--- config.mk ---
export PLATFORM = sky130hd
export DESIGN_NAME = tmr_cmp_channel
export DESIGN_NICKNAME = d
export VERILOG_FILES = /design/src/rtl/tmr_cmp_pkg.sv /design/src/rtl/tmr_cmp_lane_merge.sv /design/src/rtl/tmr_cmp_cfg.sv /design/src/rtl/tmr_cmp_rate.sv /design/src/rtl/tmr_cmp_cmpreg.sv /design/src/rtl/tmr_cmp_match.sv /design/src/rtl/tmr_cmp_channel.sv
export SDC_FILE = /design/constraint.sdc
export NUM_CORES = 1
export LEC_CHECK = 0
export BUFFER_PORTS_ARGS = -buffer_cell sky130_fd_sc_hd__buf_2
export CORE_ASPECT_RATIO = 0.7
export CORE_MARGIN = 4
export CORE_UTILIZATION = 54
export DETAILED_ROUTE_END_ITERATION = 6
export PLACE_DENSITY = 0.92
export REMOVE_ABC_BUFFERS = 1
export SLEW_MARGIN = 30
export SYNTH_ARGS = -nofsm -noshare
export SYNTH_HDL_FRONTEND = slang
export SYNTH_SLANG_ARGS = --single-unit
export TNS_END_PERCENT = 30
--- constraint.sdc ---
create_clock -name clk -period 3.79 [get_ports clk]
set_input_delay 0.1895 -clock clk [delete_from_list [all_inputs] [get_ports clk]]
set_output_delay 0.1895 -clock clk [all_outputs]
set_load 0.03 [all_outputs]
--- src/rtl/tmr_cmp_pkg.sv ---
package tmr_cmp_pkg;

  // Write-port targets
  typedef enum logic [1:0] {
    WA_CFG    = 2'd0,
    WA_CMP_LO = 2'd1,
    WA_CMP_HI = 2'd2,
    WA_NONE   = 2'd3
  } wr_addr_e;

  // Bit positions inside configuration write data
  localparam int unsigned CFG_PERIODIC_BIT = 0;
  localparam int unsigned CFG_VSET_BIT     = 1;
  localparam int unsigned CFG_IRQEN_BIT    = 2;
  localparam int unsigned CFG_BITS         = 3;

  typedef struct packed {
    logic irq_en;
    logic vset;
    logic periodic;
  } chan_cfg_t;

endpackage

--- src/rtl/tmr_cmp_lane_merge.sv ---
module tmr_cmp_lane_merge #(
  parameter int unsigned DATA_W = 32
) (
  input  logic [DATA_W-1:0]   old_val,
  input  logic [DATA_W-1:0]   new_val,
  input  logic [DATA_W/8-1:0] strb,
  output logic [DATA_W-1:0]   merged
);
  localparam int unsigned LANES = DATA_W / 8;

  // per-byte select between stored and written data
  for (genvar g = 0; g < LANES; g++) begin : g_lane
    assign merged[g*8 +: 8] = strb[g] ? new_val[g*8 +: 8] : old_val[g*8 +: 8];
  end
endmodule

--- src/rtl/tmr_cmp_cfg.sv ---
module tmr_cmp_cfg
  import tmr_cmp_pkg::*;
(
  input  logic                clk,
  input  logic                rst_n,
  input  logic                cfg_wr,
  input  logic                cfg_lane0,
  input  logic [CFG_BITS-1:0] cfg_bits,
  input  logic                cmp_wr,
  output chan_cfg_t           cfg_q,
  output logic                rate_clr
);
  chan_cfg_t cfg_d;
  logic      cfg_ld;

  always_comb begin
    cfg_d  = cfg_q;
    cfg_ld = 1'b0;
    if (cfg_wr && cfg_lane0) begin
      cfg_d.periodic = cfg_bits[CFG_PERIODIC_BIT];
      cfg_d.vset     = cfg_bits[CFG_VSET_BIT];
      cfg_d.irq_en   = cfg_bits[CFG_IRQEN_BIT];
      cfg_ld         = 1'b1;
    end else if (cmp_wr) begin
      cfg_d.vset = 1'b0;          // self-clear
      cfg_ld     = 1'b1;
    end
  end

  // a configuration write that ends in one-shot zeroes the rate
  assign rate_clr = cfg_wr && cfg_lane0 && !cfg_bits[CFG_PERIODIC_BIT];

  always_ff @(posedge clk or negedge rst_n) begin
    if (!rst_n)      cfg_q <= '0;
    else if (cfg_ld) cfg_q <= cfg_d;
  end
endmodule

--- src/rtl/tmr_cmp_rate.sv ---
module tmr_cmp_rate #(
  parameter int unsigned CNT_W = 32
) (
  input  logic               clk,
  input  logic               rst_n,
  input  logic               lo_wr,
  input  logic               periodic,
  input  logic               rate_clr,
  input  logic [CNT_W-1:0]   wr_data,
  input  logic [CNT_W/8-1:0] wr_strb,
  output logic [CNT_W-1:0]   rate_q,
  output logic [CNT_W-1:0]   rate_merged
);
  logic [CNT_W-1:0] rate_d;
  logic             rate_ld;

  tmr_cmp_lane_merge #(.DATA_W(CNT_W)) u_merge (
    .old_val (rate_q),
    .new_val (wr_data),
    .strb    (wr_strb),
    .merged  (rate_merged)
  );

  always_comb begin
    rate_d  = rate_q;
    rate_ld = 1'b0;
    if (rate_clr) begin
      rate_d  = '0;
      rate_ld = 1'b1;
    end else if (lo_wr && periodic) begin
      rate_d  = rate_merged;      // rate always taken
      rate_ld = 1'b1;
    end
  end

  always_ff @(posedge clk or negedge rst_n) begin
    if (!rst_n)       rate_q <= '0;
    else if (rate_ld) rate_q <= rate_d;
  end
endmodule

--- src/rtl/tmr_cmp_cmpreg.sv ---
module tmr_cmp_cmpreg #(
  parameter int unsigned CNT_W = 32
) (
  input  logic               clk,
  input  logic               rst_n,
  input  logic               lo_wr,
  input  logic               periodic,
  input  logic               vset,
  input  logic               hit,
  input  logic [CNT_W-1:0]   rate_q,
  input  logic [CNT_W-1:0]   rate_merged,
  input  logic [CNT_W-1:0]   wr_data,
  input  logic [CNT_W/8-1:0] wr_strb,
  output logic [CNT_W-1:0]   cmp_q
);
  logic [CNT_W-1:0] cmp_d;
  logic [CNT_W-1:0] cmp_merged;
  logic             cmp_ld;

  tmr_cmp_lane_merge #(.DATA_W(CNT_W)) u_merge (
    .old_val (cmp_q),
    .new_val (wr_data),
    .strb    (wr_strb),
    .merged  (cmp_merged)
  );

  always_comb begin
    cmp_d  = cmp_q;
    cmp_ld = 1'b0;
    if (lo_wr) begin              // write wins over advance
      if (!periodic) begin
        cmp_d  = cmp_merged;      // direct load
        cmp_ld = 1'b1;
      end else if (vset) begin
        cmp_d  = rate_merged;     // armed load
        cmp_ld = 1'b1;
      end
    end else if (hit && periodic) begin
      cmp_d  = cmp_q + rate_q;    // advance
      cmp_ld = 1'b1;
    end
  end

  always_ff @(posedge clk or negedge rst_n) begin
    if (!rst_n)      cmp_q <= '1;
    else if (cmp_ld) cmp_q <= cmp_d;
  end
endmodule

--- src/rtl/tmr_cmp_match.sv ---
module tmr_cmp_match #(
  parameter int unsigned CNT_W = 32
) (
  input  logic             clk,
  input  logic             rst_n,
  input  logic [CNT_W-1:0] cnt_val,
  input  logic             cnt_en,
  input  logic [CNT_W-1:0] cmp_q,
  output logic             hit,
  output logic             fire_q
);
  assign hit = cnt_en && (cnt_val == cmp_q);   // gated by enable

  always_ff @(posedge clk or negedge rst_n) begin
    if (!rst_n) fire_q <= 1'b0;
    else        fire_q <= hit;
  end
endmodule

--- src/rtl/tmr_cmp_channel.sv ---
module tmr_cmp_channel
  import tmr_cmp_pkg::*;
#(
  parameter int unsigned CNT_W = 32
) (
  input  logic               clk,
  input  logic               rst_n,
  input  logic [CNT_W-1:0]   cnt_val,
  input  logic               cnt_en,
  input  logic               wr_en,
  input  logic [1:0]         wr_addr,
  input  logic [CNT_W-1:0]   wr_data,
  input  logic [CNT_W/8-1:0] wr_strb,
  output logic [CNT_W-1:0]   cmp_value,
  output logic [CNT_W-1:0]   rate_value,
  output logic               mode_periodic,
  output logic               vset_armed,
  output logic               irq_enable,
  output logic               fire
);
  wr_addr_e         addr;
  logic             cfg_wr, lo_wr, hi_wr, cmp_wr;
  chan_cfg_t        cfg_q;
  logic             rate_clr;
  logic [CNT_W-1:0] rate_q, rate_merged, cmp_q;
  logic             hit;

  assign addr   = wr_addr_e'(wr_addr);
  assign cfg_wr = wr_en && (addr == WA_CFG);
  assign lo_wr  = wr_en && (addr == WA_CMP_LO);
  assign hi_wr  = wr_en && (addr == WA_CMP_HI);   // data not stored
  assign cmp_wr = lo_wr || hi_wr;

  tmr_cmp_cfg u_cfg (
    .clk       (clk),
    .rst_n     (rst_n),
    .cfg_wr    (cfg_wr),
    .cfg_lane0 (wr_strb[0]),
    .cfg_bits  (wr_data[CFG_BITS-1:0]),
    .cmp_wr    (cmp_wr),
    .cfg_q     (cfg_q),
    .rate_clr  (rate_clr)
  );

  tmr_cmp_rate #(.CNT_W(CNT_W)) u_rate (
    .clk         (clk),
    .rst_n       (rst_n),
    .lo_wr       (lo_wr),
    .periodic    (cfg_q.periodic),
    .rate_clr    (rate_clr),
    .wr_data     (wr_data),
    .wr_strb     (wr_strb),
    .rate_q      (rate_q),
    .rate_merged (rate_merged)
  );

  tmr_cmp_cmpreg #(.CNT_W(CNT_W)) u_cmp (
    .clk         (clk),
    .rst_n       (rst_n),
    .lo_wr       (lo_wr),
    .periodic    (cfg_q.periodic),
    .vset        (cfg_q.vset),
    .hit         (hit),
    .rate_q      (rate_q),
    .rate_merged (rate_merged),
    .wr_data     (wr_data),
    .wr_strb     (wr_strb),
    .cmp_q       (cmp_q)
  );

  tmr_cmp_match #(.CNT_W(CNT_W)) u_match (
    .clk     (clk),
    .rst_n   (rst_n),
    .cnt_val (cnt_val),
    .cnt_en  (cnt_en),
    .cmp_q   (cmp_q),
    .hit     (hit),
    .fire_q  (fire)
  );

  assign cmp_value     = cmp_q;
  assign rate_value    = rate_q;
  assign mode_periodic = cfg_q.periodic;
  assign vset_armed    = cfg_q.vset;
  assign irq_enable    = cfg_q.irq_en;
endmodule

==> impl.org <==
** Die
- The initialized floorplan defines 30 standard-cell rows.
- The initial utilization of the core area, before any placement, comes to 56.1%.
- Die height :: 92.6 um
- Total core area :: 9830 sq um
- The die covers 11900 sq um.
- 142 I/O pins were placed.
- Die outline width :: 129 um

** Placement
- The HPWL after detailed placement is approximately 13 mm.
- Area post-placement :: roughly 6300 sq um
- Counting tap cells, the placed design contains a total of 868 instances.
- Count of buffers from port buffering :: 141
- Routability congestion estimate :: between 0.9 and 1
- Setup slack after placement :: between 800 and 900 ps

** Synthesis
- Compound-Gate Fraction of Synth Area :: 18.6%
- Counting flops and latches in the post-synthesis netlist gives 68.
- Number of synthesized flops with an enable pin :: 0
- Multiplexer cells account for between 10 and 15% of the synthesized area.
- Averaged over all synthesized cells, the footprint is between 8 and 9 sq um.
- During synthesis, Yosys emitted a total of 0 warnings.
- Netlist area before placement :: ~5500 sq um
- After synthesis, the most frequently instantiated cells are 78 x sky130_fd_sc_hd__nor2_1, 66 x sky130_fd_sc_hd__mux2i_1, 54 x sky130_fd_sc_hd__nand2_1, 43 x sky130_fd_sc_hd__a21oi_1, 36 x sky130_fd_sc_hd__dfrtp_1.
- Main combinational cell family by area after synthesis :: compound AO/OA/AOI/OAI gates
- Among all flip-flop cells after synthesis, the most frequent one is sky130_fd_sc_hd__dfrtp_1.
- Counting distinct cell types in the post-synthesis netlist gives 60.
- Sequential element share of the synthesized area :: a little under a third
- Of the total synthesized cell area, the portion taken by full adders, half adders and majority gates is 7.40%.
- The synthesized netlist devotes 9.05% of its cell area to XOR and XNOR gates.
- Post-Synth Simple-Gate Area :: 16.8%
- Share of the synthesized area in the top cell type :: 16.3%
- Share of synthesized flip-flops with an asynchronous set or reset :: 100%
- The most common cell in the synthesized netlist is sky130_fd_sc_hd__nor2_1.
- Cells taking the most area after synthesis :: sky130_fd_sc_hd__dfrtp_1 16%, sky130_fd_sc_hd__dfstp_2 15%, sky130_fd_sc_hd__mux2i_1 12%, sky130_fd_sc_hd__ha_1 7.0%, sky130_fd_sc_hd__nor2_1 5.3%
- Instance count of the mapped netlist :: 617
- sky130_fd_sc_hd__dfrtp_1 takes more of the synthesized area than any other cell.

** Worst setup path
- STA puts the critical path data arrival time at ~3300 ps.
- Critical Path Fanout Max :: 4
- Cell Chain, Critical Path :: ha_1 > fa_1 > a21o_1 > a21o_1 > a211oi_2 > nor2_1 > o21ai_2 > a21oi_1 > a21oi_1 > and4bb_2 > a211oi_2
- Max stage delay on crit path :: roughly 410 ps
- Nature of the critical path startpoint :: flop
- Among all stages on the critical path, the largest delay is contributed by sky130_fd_sc_hd__dfrtp_1.
- The worst setup path is captured at a flop.
- At the worst endpoint, the required time is 4050 ps.
- Category of the critical setup timing path :: flop to flop

** STA
- The max-slew violation count is 0.
- Setup repair after global routing missed its margin :: false
- Setup violations remaining at the end of the flow were counted as 0.
- Maximum operating frequency :: between 300 and 400 MHz
- Final Hold Vio Count :: 0
- Setup total negative slack on the finished layout was measured at 0 ps.
- At the pin with the least slew margin, the transition time is 918 ps.
- Clock skew on the completed layout was measured at 10.2 ps.
- Setup WS post-layout :: 772 ps
- Dividing the final minimum period by the clock period gives 79.6%.
- Measured against its own limit, the worst slew margin works out to 38.8%.
- Min Tclk post-route :: 3020 ps

** Routing
- Summed over all layers, the routed wires come to around 18 mm.
- In the routed layout, each cell is associated on average with a via count of 6.27.
- Antenna Violating Nets Remaining :: 0
- Total number of vias :: 5552
- DR DRC count :: 0
- Detailed router's first-iteration violation count :: 644
- DR WL/cell :: between 15 and 20 um
- The pre-antenna-repair detailed-routing pass consisted of 5 iterations.

** CTS
- Counting the buffers created by CTS gives 9.
- Clk sinks :: 68
- The longest clock path from root to sink contains 2 buffers.
- The clock reaches the later pin of the worst-skew pair after 350 ps.
- The root buffer cell chosen for the clock tree is sky130_fd_sc_hd__clkbuf_16.
- H-Tree Depth :: 3
- Clock transition at path regs :: 60 ps
- TritonCTS built the clock tree.

** Layout
- The area growth from synthesis to layout is 19.7%.
- 0 antenna diodes ended up in the layout.
- After the last flow step, the layout net total stands at between 800 and 900.
- Fill cell instance count of the final layout :: 790
- With fillers left out, the area of the finished cells amounts to between 6000 and 7000 sq um.
- Layout cells sized above 1 :: ~29%
- Finished Layout Cells :: 885

** Power and ir drop
- Net switching is 49.3% of the power.
- Portion of total power attributed to the clock network :: 15.0%
- For this design the ratio of total power to cell area is 838 nW/um^2.
- The share of total power dissipated in sequential elements is 25.9%.
- Internal power contribution :: 2810 uW
- Overall power consumption :: 5530 uW
- Combinational share of power :: 59.1%
- Net switching power :: 2730 uW
- The analysis attributes to cell leakage a power of ~0.0035 uW.
- Worst vdd rail ir drop :: 0.000456 V

** Job
- Max-cap violations in this run came to 0.

** Global route
- Number of antenna violations at the first check in global routing :: 0
- The first global-routing pass estimated 27.7 mm of wire.
- Maximum number of pins on one net before global-route repair :: 36
- In the global route stage, overall resource usage came out at 29.2%.
- For this run the aggregate overflow at the end of global routing stands at 0.
- The via count of the first global-routing pass was 5435.

** Status
- The run finished with clean final reports.

** Worst hold path
- In this run the worst hold path is classified as primary input to flop.
cell usage in the layout (no fill, tap or decap), types with 5 or more instances in the layout:
cell type / instances
sky130_fd_sc_hd__a21oi_1: 43
sky130_fd_sc_hd__nand2_1: 54
sky130_fd_sc_hd__nor4_1: 9
sky130_fd_sc_hd__nand2b_1: 7
sky130_fd_sc_hd__nor2b_1: 6
sky130_fd_sc_hd__ha_1: 31
sky130_fd_sc_hd__nand4_1: 9
sky130_fd_sc_hd__xor2_1: 32
sky130_fd_sc_hd__nor3_1: 5
sky130_fd_sc_hd__mux2_2: 9
sky130_fd_sc_hd__dfstp_2: 32
sky130_fd_sc_hd__a21o_1: 24
sky130_fd_sc_hd__clkinv_2: 5
sky130_fd_sc_hd__mux2i_1: 66
sky130_fd_sc_hd__xnor2_1: 25
sky130_fd_sc_hd__o21ai_0: 31
sky130_fd_sc_hd__buf_2: 141
sky130_fd_sc_hd__nor2_1: 78
sky130_fd_sc_hd__nand3_1: 7
sky130_fd_sc_hd__dfrtp_1: 36
sky130_fd_sc_hd__clkbuf_16: 9
sky130_fd_sc_hd__a31oi_1: 8
sky130_fd_sc_hd__inv_1: 11
sky130_fd_sc_hd__o211ai_1: 11
registers in the layout (all words and copies together), names as in the netlist:
name            count
u_cmp.cmp_q        32
u_rate.rate_q      32
u_cfg.cfg_q         3
u_match.fire_q      1
layout make-up:
cell class / instances / area, sq um / area share [%]
inverter: 11 / 41.3 / 0.626
timing repair buffer: 146 / 746 / 11.3
multi-input combinational: 516 / 3630 / 55.0
clock inverter: 6 / 55.1 / 0.834
clock buffer: 10 / 229 / 3.47
sequential: 68 / 1740 / 26.4
tap: 128 / 160 / 2.43
logic make-up (layout without fill, tap and decap cells):
| logic type | Yosys count | in the layout |
|---|---|---|
| buffers and inverters | 33 | 173 |
| adder cells (fa/ha/maj) | 32 | 32 |
| AO/OA/AOI/OAI | 156 | 156 |
| XOR/XNOR | 57 | 57 |
| flip-flops | 68 | 68 |
| multiplexers | 75 | 75 |
| AND/OR/NAND/NOR | 196 | 196 |
critical path: cells and delay by family, from the launching register on:
family | cells | cell delay [ps]
AOI/OAI and AO/OA | 7 | 1480
adders and majority gates | 2 | 660
DFF | 1 | 410
and+or+nand+nor | 2 | 390
layer usage:
metal	track usage, %	vias up	part of all wire (%)
met5	0	-	0
met4	9.35	0	2.2
met3	6.86	37	10
met2	45.8	346	46
met1	39.9	2671	42
li1	-	2498	-
per-stage QoR:
stage,utilization (%),hold slack [ps]
global placement,64.1,322
detailed placement,64.1,333
CTS,67.1,104
global route,67.1,116
finish,67.1,106
floorplan,-,-106
timing repair:
action | CTS | global route
resized for setup | 0 | 0
hold buffers | 1 | 0
endpoints found under the hold margin | 18 | 0
buffers inserted | 0 | 0
power by group through the flow:
stage / sequential [uW] / combinational [uW] / clock [uW]
2_1_floorplan: 1820 / 1890 / 0
3_3_place_gp: 1400 / 3060 / 0
3_5_place_dp: 1430 / 3150 / 0
4_1_cts: 1420 / 3190 / 834
5_1_grt: 1460 / 3540 / 868
6_report: 1430 / 3270 / 832
path summary, 6_finish.rpt:
path	start	endpoint	slack, ps	cells past startpoint
worst min register to register	u_cmp.cmp_q[10]	u_cmp.cmp_q[10]	530	2
worst min-delay path	wr_data[13]	u_rate.rate_q[13]	110	3
max in group asynchronous	rst_n	u_cmp.cmp_q[4]	2300	3
worst max-delay path	u_rate.rate_q[0]	u_cmp.cmp_q[28]	770	11
worst max register to register	u_rate.rate_q[0]	u_cmp.cmp_q[28]	770	11
min in group asynchronous	rst_n	u_rate.rate_q[31]	490	2
Note: power is estimated with default switching activity, not from simulation.
